<file path="config.mk">
export PLATFORM = sky130hd
export DESIGN_NAME = ep_stall_ctrl
export DESIGN_NICKNAME = d
export VERILOG_FILES = /design/src/rtl/ep_stall_ctrl.sv
export SDC_FILE = /design/constraint.sdc
export NUM_CORES = 1
export LEC_CHECK = 0
export ABC_AREA = 1
export ABC_CLOCK_PERIOD_IN_PS = 1100
export BUFFER_PORTS_ARGS = -buffer_cell sky130_fd_sc_hd__buf_2
export CORE_UTILIZATION = 30
export DETAILED_ROUTE_END_ITERATION = 8
export HOLD_SLACK_MARGIN = 0.08
export MAX_ROUTING_LAYER = met4
export PLACE_DENSITY = 0.6
export SYNTH_ARGS = -nofsm -noshare
export SYNTH_HDL_FRONTEND = slang
export SYNTH_SLANG_ARGS = --single-unit
</file>
<file path="constraint.sdc">
create_clock -name clk -period 1.1 [get_ports clk]
set_input_delay 0.11 -clock clk [delete_from_list [all_inputs] [get_ports clk]]
set_output_delay 0.11 -clock clk [all_outputs]
set_load 0.05 [all_outputs]
</file>
<file path="src/rtl/ep_stall_ctrl.sv">
module ep_stall_ctrl #(
  parameter int NUM_EP = 4,
  localparam int EPW = (NUM_EP > 1) ? $clog2(NUM_EP) : 1
) (
  input  logic              clk,
  input  logic              rst,
  input  logic              reg_we,
  input  logic [1:0]        reg_addr,
  input  logic [NUM_EP-1:0] reg_wdata,
  output logic [NUM_EP-1:0] reg_rdata,
  input  logic              tok_valid,
  input  logic [EPW-1:0]    tok_ep,
  input  logic              clrf_valid,
  input  logic [EPW-1:0]    clrf_ep,
  output logic              hs_valid,
  output logic              hs_stall
);

  localparam logic [1:0] A_REQ  = 2'd0;
  localparam logic [1:0] A_AUTO = 2'd1;
  localparam logic [1:0] A_STAT = 2'd2;

  logic [NUM_EP-1:0] req_q, stat_q, arm_q;
  logic              auto_q;

  logic [NUM_EP-1:0] tok_hit, clr_hit;
  logic [NUM_EP-1:0] req_w, arm_w, latch, req_d;
  logic              wr_req, wr_auto, stall_now;

  assign wr_req  = reg_we && (reg_addr == A_REQ);
  assign wr_auto = reg_we && (reg_addr == A_AUTO);

  for (genvar i = 0; i < NUM_EP; i++) begin : g_ep
    assign tok_hit[i] = tok_valid  && (tok_ep  == EPW'(i));
    assign clr_hit[i] = clrf_valid && (clrf_ep == EPW'(i));
    assign req_w[i]   = wr_req ? reg_wdata[i] : req_q[i];
    assign arm_w[i]   = !wr_req      ? arm_q[i] :
                        !reg_wdata[i] ? 1'b0     :
                        req_q[i]      ? arm_q[i] : auto_q;
  end

  assign latch     = tok_hit & req_w & ~stat_q;
  assign stall_now = |(tok_hit & (stat_q | req_w));
  assign req_d     = req_w & ~(latch & arm_w);

  always_ff @(posedge clk) begin
    if (rst) begin
      req_q    <= '0;
      stat_q   <= '0;
      arm_q    <= '0;
      auto_q   <= 1'b0;
      hs_valid <= 1'b0;
      hs_stall <= 1'b0;
    end else begin
      req_q    <= req_d;
      arm_q    <= arm_w & req_d;
      stat_q   <= (stat_q | (tok_hit & req_w)) & ~clr_hit;
      if (wr_auto) auto_q <= reg_wdata[0];
      hs_valid <= tok_valid;
      hs_stall <= tok_valid && stall_now;
    end
  end

  always_comb begin
    case (reg_addr)
      A_REQ:   reg_rdata = req_q;
      A_AUTO:  reg_rdata = NUM_EP'(auto_q);
      A_STAT:  reg_rdata = stat_q;
      default: reg_rdata = '0;
    endcase
  end

  p_hs_follows_tok_r2: assert property (@(posedge clk) disable iff (rst)
    tok_valid |=> hs_valid);
  p_no_spurious_hs_r2: assert property (@(posedge clk) disable iff (rst)
    !tok_valid |=> !hs_valid);
  p_stat_forces_stall_r4: assert property (@(posedge clk) disable iff (rst)
    (tok_valid && stat_q[tok_ep]) |=> (hs_valid && hs_stall));
  p_clear_drops_stat_r5: assert property (@(posedge clk) disable iff (rst)
    clrf_valid |=> !stat_q[$past(clrf_ep)]);
  p_clear_keeps_req_r5: assert property (@(posedge clk) disable iff (rst)
    (clrf_valid && !tok_valid && !reg_we) |=> (req_q == $past(req_q)));
  p_stat_rises_on_token_r3: assert property (@(posedge clk) disable iff (rst)
    (tok_valid == 1'b0) |=> ((stat_q & ~$past(stat_q)) == '0));
  p_req_set_stalls_r3: assert property (@(posedge clk) disable iff (rst)
    (tok_valid && req_w[tok_ep]) |=> hs_stall);
  p_unarmed_kept_r9: assert property (@(posedge clk) disable iff (rst)
    (!reg_we && (req_q & ~arm_q) != '0) |=> ((req_q & ~$past(arm_q)) == ($past(req_q) & ~$past(arm_q))));

endmodule

</file>
**Word-level counts from Yosys, hierarchy flattened**

Index checks and enable logic that the tools add are counted.

- Equality and inequality tests: 8
- Multiplexer cells: 17
- Bitwise operators: 12
- Reduce and logical (&&, ||, !) cells: 15

Operators with widths:

| cell | number |
|---|---|
| AND 4 bit | 7 |
| 2-to-1 mux 1 bit | 16 |
| inverter 4 bit | 3 |
| one-hot mux 4 bit (3 select lines) | 1 |
| logical AND 1 bit | 11 |
| equality test 2 bit (second input constant) | 5 |
| OR 4 bit | 2 |
| equality test 2 x 1 -> 1 bit (second input constant) | 3 |
| logical NOT 2 bit | 3 |
| OR reduction 4 bit | 1 |

- Register bits: 15
- Output and inout port bits: 6

**Longest topological paths before layout**

- Depth after elaboration: 9
- Depth in mapped cells: 8
- Mapped depth without buffers: 8

**Worst setup path after synthesis**

OpenSTA, ideal clock, no wires.

- Kind: reg2out
- From: register stat_q[3]
- To: output port reg_rdata[3]
- Data arrival time: 1485 ps
- Path slack: -495 ps
- Cell stages (with the launch flop): 3
- Path buffers: 0
- Cell sequence: dfxtp_1 -> inv_1 -> o21ai_0

- Word-level cells in the longest chain between the ends: 1

Ends and longest elaborated chain:

| what | RTL line | source |
|---|---|---|
| start: declaration | 23 | `logic [NUM_EP-1:0] req_q, stat_q, arm_q;` |
| start signal: assignment | 57 | `stat_q <= (stat_q \| (tok_hit & req_w)) & ~clr_hit;` |
| one-hot mux 4 bit (3 select lines) | 65 | `case (reg_addr)` |
| end: declaration | 10 | `output logic [NUM_EP-1:0] reg_rdata,` |

Every way passes these cells.

**Worst setup path in the final report**

- From: register auto_q
- To: output port reg_rdata[0]

- Word-level cells in the longest chain between the ends: 1

Ends and longest elaborated chain:

| what | RTL line | source |
|---|---|---|
| start: declaration | 24 | `logic auto_q;` |
| start signal: assignment | 58 | `if (wr_auto) auto_q <= reg_wdata[0];` |
| one-hot mux 4 bit (3 select lines) | 65 |  |

Every way passes these cells.

==> impl_metrics.yaml <==
synth:
  ys_seq_area_share_pct: 35.0
  postSynthCellCount: 131
  yosysUniqueCellTypes: 23
  syn_nets: 146
  synth_area_um2: 858
  ys_warn_count: 0
  ys_seq_elements: 15
  synth.avg_cell_area_um2: 6.55
clock_network:
  clk_path_buf_depth: 2
  clk_pin_slew_ns: 0.11
  clkSinkCount: 15
  cts_root_buf: "clkbuf_4"
  cts_buffers: 3
  htreeDepth: 1
  worstSkewPairLatency_ns: 0.30
  cts_tree: "done"
sta:
  finClkSkew_ns: 0.0171
  hold_viol: 0
  min_period_ns: 1.14
  finalCritPeriodShare_pct: 103
  layout_setup_ws_ns: -0.0357
  setup_viol: 3
  finalMaxSlewViolations: 0
  max_freq_mhz: 881
  rsz0062_at_grt: "yes"
  worstMarginPinSlew_ns: 0.275
  slew_headroom_pct: 81.6
placed_design:
  dp_hpwl_um: 1740
  portBuffers: 20
  place.gp.congestion: 0.835
  place_ws_ns: -0.00971
  placedCellCount: 185
die:
  die_w_um: 55.5
  start_util_pct: 31.4
  placement_rows: 19
  dieArea_um2: 3080
  die_h_um: 55.5
  ioPinCount: 21
  core_um2: 2730
pwr:
  power_density_nw_per_um2: 923
  max-vdd-ir-drop_v: 0.000628
  fin_total_pwr_mw: 1.10
  p_leak_nw: 0.605
cells_and_area:
  drive_gt1_share_pct: 38.7
  mostFrequentLayoutCells: "31 x nand2_1, 17 x inv_1, 17 x nand3_1"
  antennaDiodeCount: 0
  final_core_util_pct: 43.5
  final_nets: 184
  area_growth_pct: 38.5
  final_common_cell: "nand2_1"
  fillers: 280
  final_cells: 199
route:
  dr.pass1.iters: 6
  ant_nets: 0
  viasPerCell: 4.88
  remaining_drc_errors: 0
  avgRoutedWirePerCell_um: 11.4
  via_count: 972
  drt-total-wl_um: 2270
  drt_iter0_markers: 16
setup_path:
  critical_path_arrival_ns: 1.03
  crit_required_ns: 0.99
  reg2reg_slack_ns: 0.09
  cp-end-kind: "primary output"
  startpoint_type: "register"
  worstPathMaxFanout: 4
  path_class: "reg -> out"
global_route:
  overflow: 0
  antenna_found_initial: 0
  grt_pass1_wl_um: 3800
  grt_max_degree: 10
  grt_pass1_vias: 896
  grt_usage_pct: 16.3
status:
  outcome: "finished, violations left"
  violations: "setup timing"
run:
  maxCapViolCount: 0
min_path:
  hp-class: "in -> reg"
[cell usage after synthesis]
cell type	n	share of area [%]
nand2_1	31	14
inv_1	23	10
nand3_1	17	9.9
dfxtp_1	15	35
a21oi_1	8	4.7
nor2_1	7	3.1
o21ai_0	6	3.5
nand2_2	5	3.6
nand4_1	2	1.5
o21a_1	2	1.7
o21ai_2	2	2.0
o22ai_1	2	1.5
a21boi_1	1	0.87
a31oi_1	1	0.73
inv_2	1	0.44
nand2_4	1	1.3
nand3_2	1	1.2
nor2_4	1	1.3
nor3_1	1	0.58
o2111ai_1	1	1.0
o211ai_1	1	0.87
o21ai_1	1	0.58
o221ai_1	1	1.0
[worst paths after layout]
path                        start                    to  depth (start not counted)
max           auto_q$_SDFFE_PP0P_          reg_rdata[0]                          3
min                    clrf_ep[1]  stat_q[2]$_SDFF_PP0_                          4
max reg2reg   req_q[0]$_SDFF_PP0_   req_q[0]$_SDFF_PP0_                          5
min reg2reg  stat_q[3]$_SDFF_PP0_  stat_q[3]$_SDFF_PP0_                          2
[per-layer routing]
metal | share of wire (%) | up-vias | global-route usage, %
met2 | 49 | 28 | 26.7
li1 | - | 503 | -
met4 | 1.7 | 0 | 5.36
met5 | 0 | - | -
met3 | 4.0 | 4 | 4.92
met1 | 46 | 437 | 19.2
[metrics by stage]
stage                     setup TNS [ns]  hold WS [ns]  instance area (µm²)
after floorplan                   -0.114         0.182                  877
after detailed placement        -0.00971         0.381                 1040
after CTS                         -0.115         0.107                 1180
after global placement                 0         0.367                 1040
after global routing              -0.254         0.113                 1190
final                            -0.0769         0.113                 1190
[sequential cells by signal (all words and copies together) (netlist names)]
| register | flops |
|---|---|
| arm_q | 4 |
| auto_q | 1 |
| hs_stall | 1 |
| hs_valid | 1 |
| req_q | 4 |
| stat_q | 4 |
[power breakdown]
part | internal (mW) | total [mW] | switching, mW
Clock | 0.135 | 0.329 | 0.194
Combinational | 0.0787 | 0.206 | 0.127
Sequential | 0.554 | 0.562 | 0.00776
[repair_timing]
action                                  CTS  global route
cloned                                    0             0
endpoints found under the setup margin    4             5
gates resized for setup                  23             3
pin swaps                                 4             2
hold buffers                              2             0
setup buffers                             8             0
hold endpoints to repair                  2             0
[cell families (layout without fill, tap and decap cells)]
family,after synthesis,in the layout,share of synthesized area [%]
AO/OA/AOI/OAI,26,26,18.5
flip-flops,15,15,35.0
AND/OR/NAND/NOR,66,66,36.0
buffers and inverters,24,61,10.5
[area by class of cell]
| cell class | count | area, µm² | area share [%] |
|---|---|---|---|
| multi-input cells | 92 | 490 | 41.3 |
| flip-flops and latches | 15 | 314 | 26.4 |
| repair buffers | 33 | 228 | 19.2 |
| inverters | 24 | 90.1 | 7.58 |
| well taps | 31 | 38.8 | 3.26 |
| clock buffers | 3 | 22.5 | 1.89 |
| clock inverters | 1 | 5.00 | 0.421 |
[worst max-delay path: stages, from the launching register on]
cell	delay (ns)
dfxtp_2	0.37
nand3_1	0.10
o221ai_2	0.08
buf_6	0.18
(Power assumes the default switching activity.)
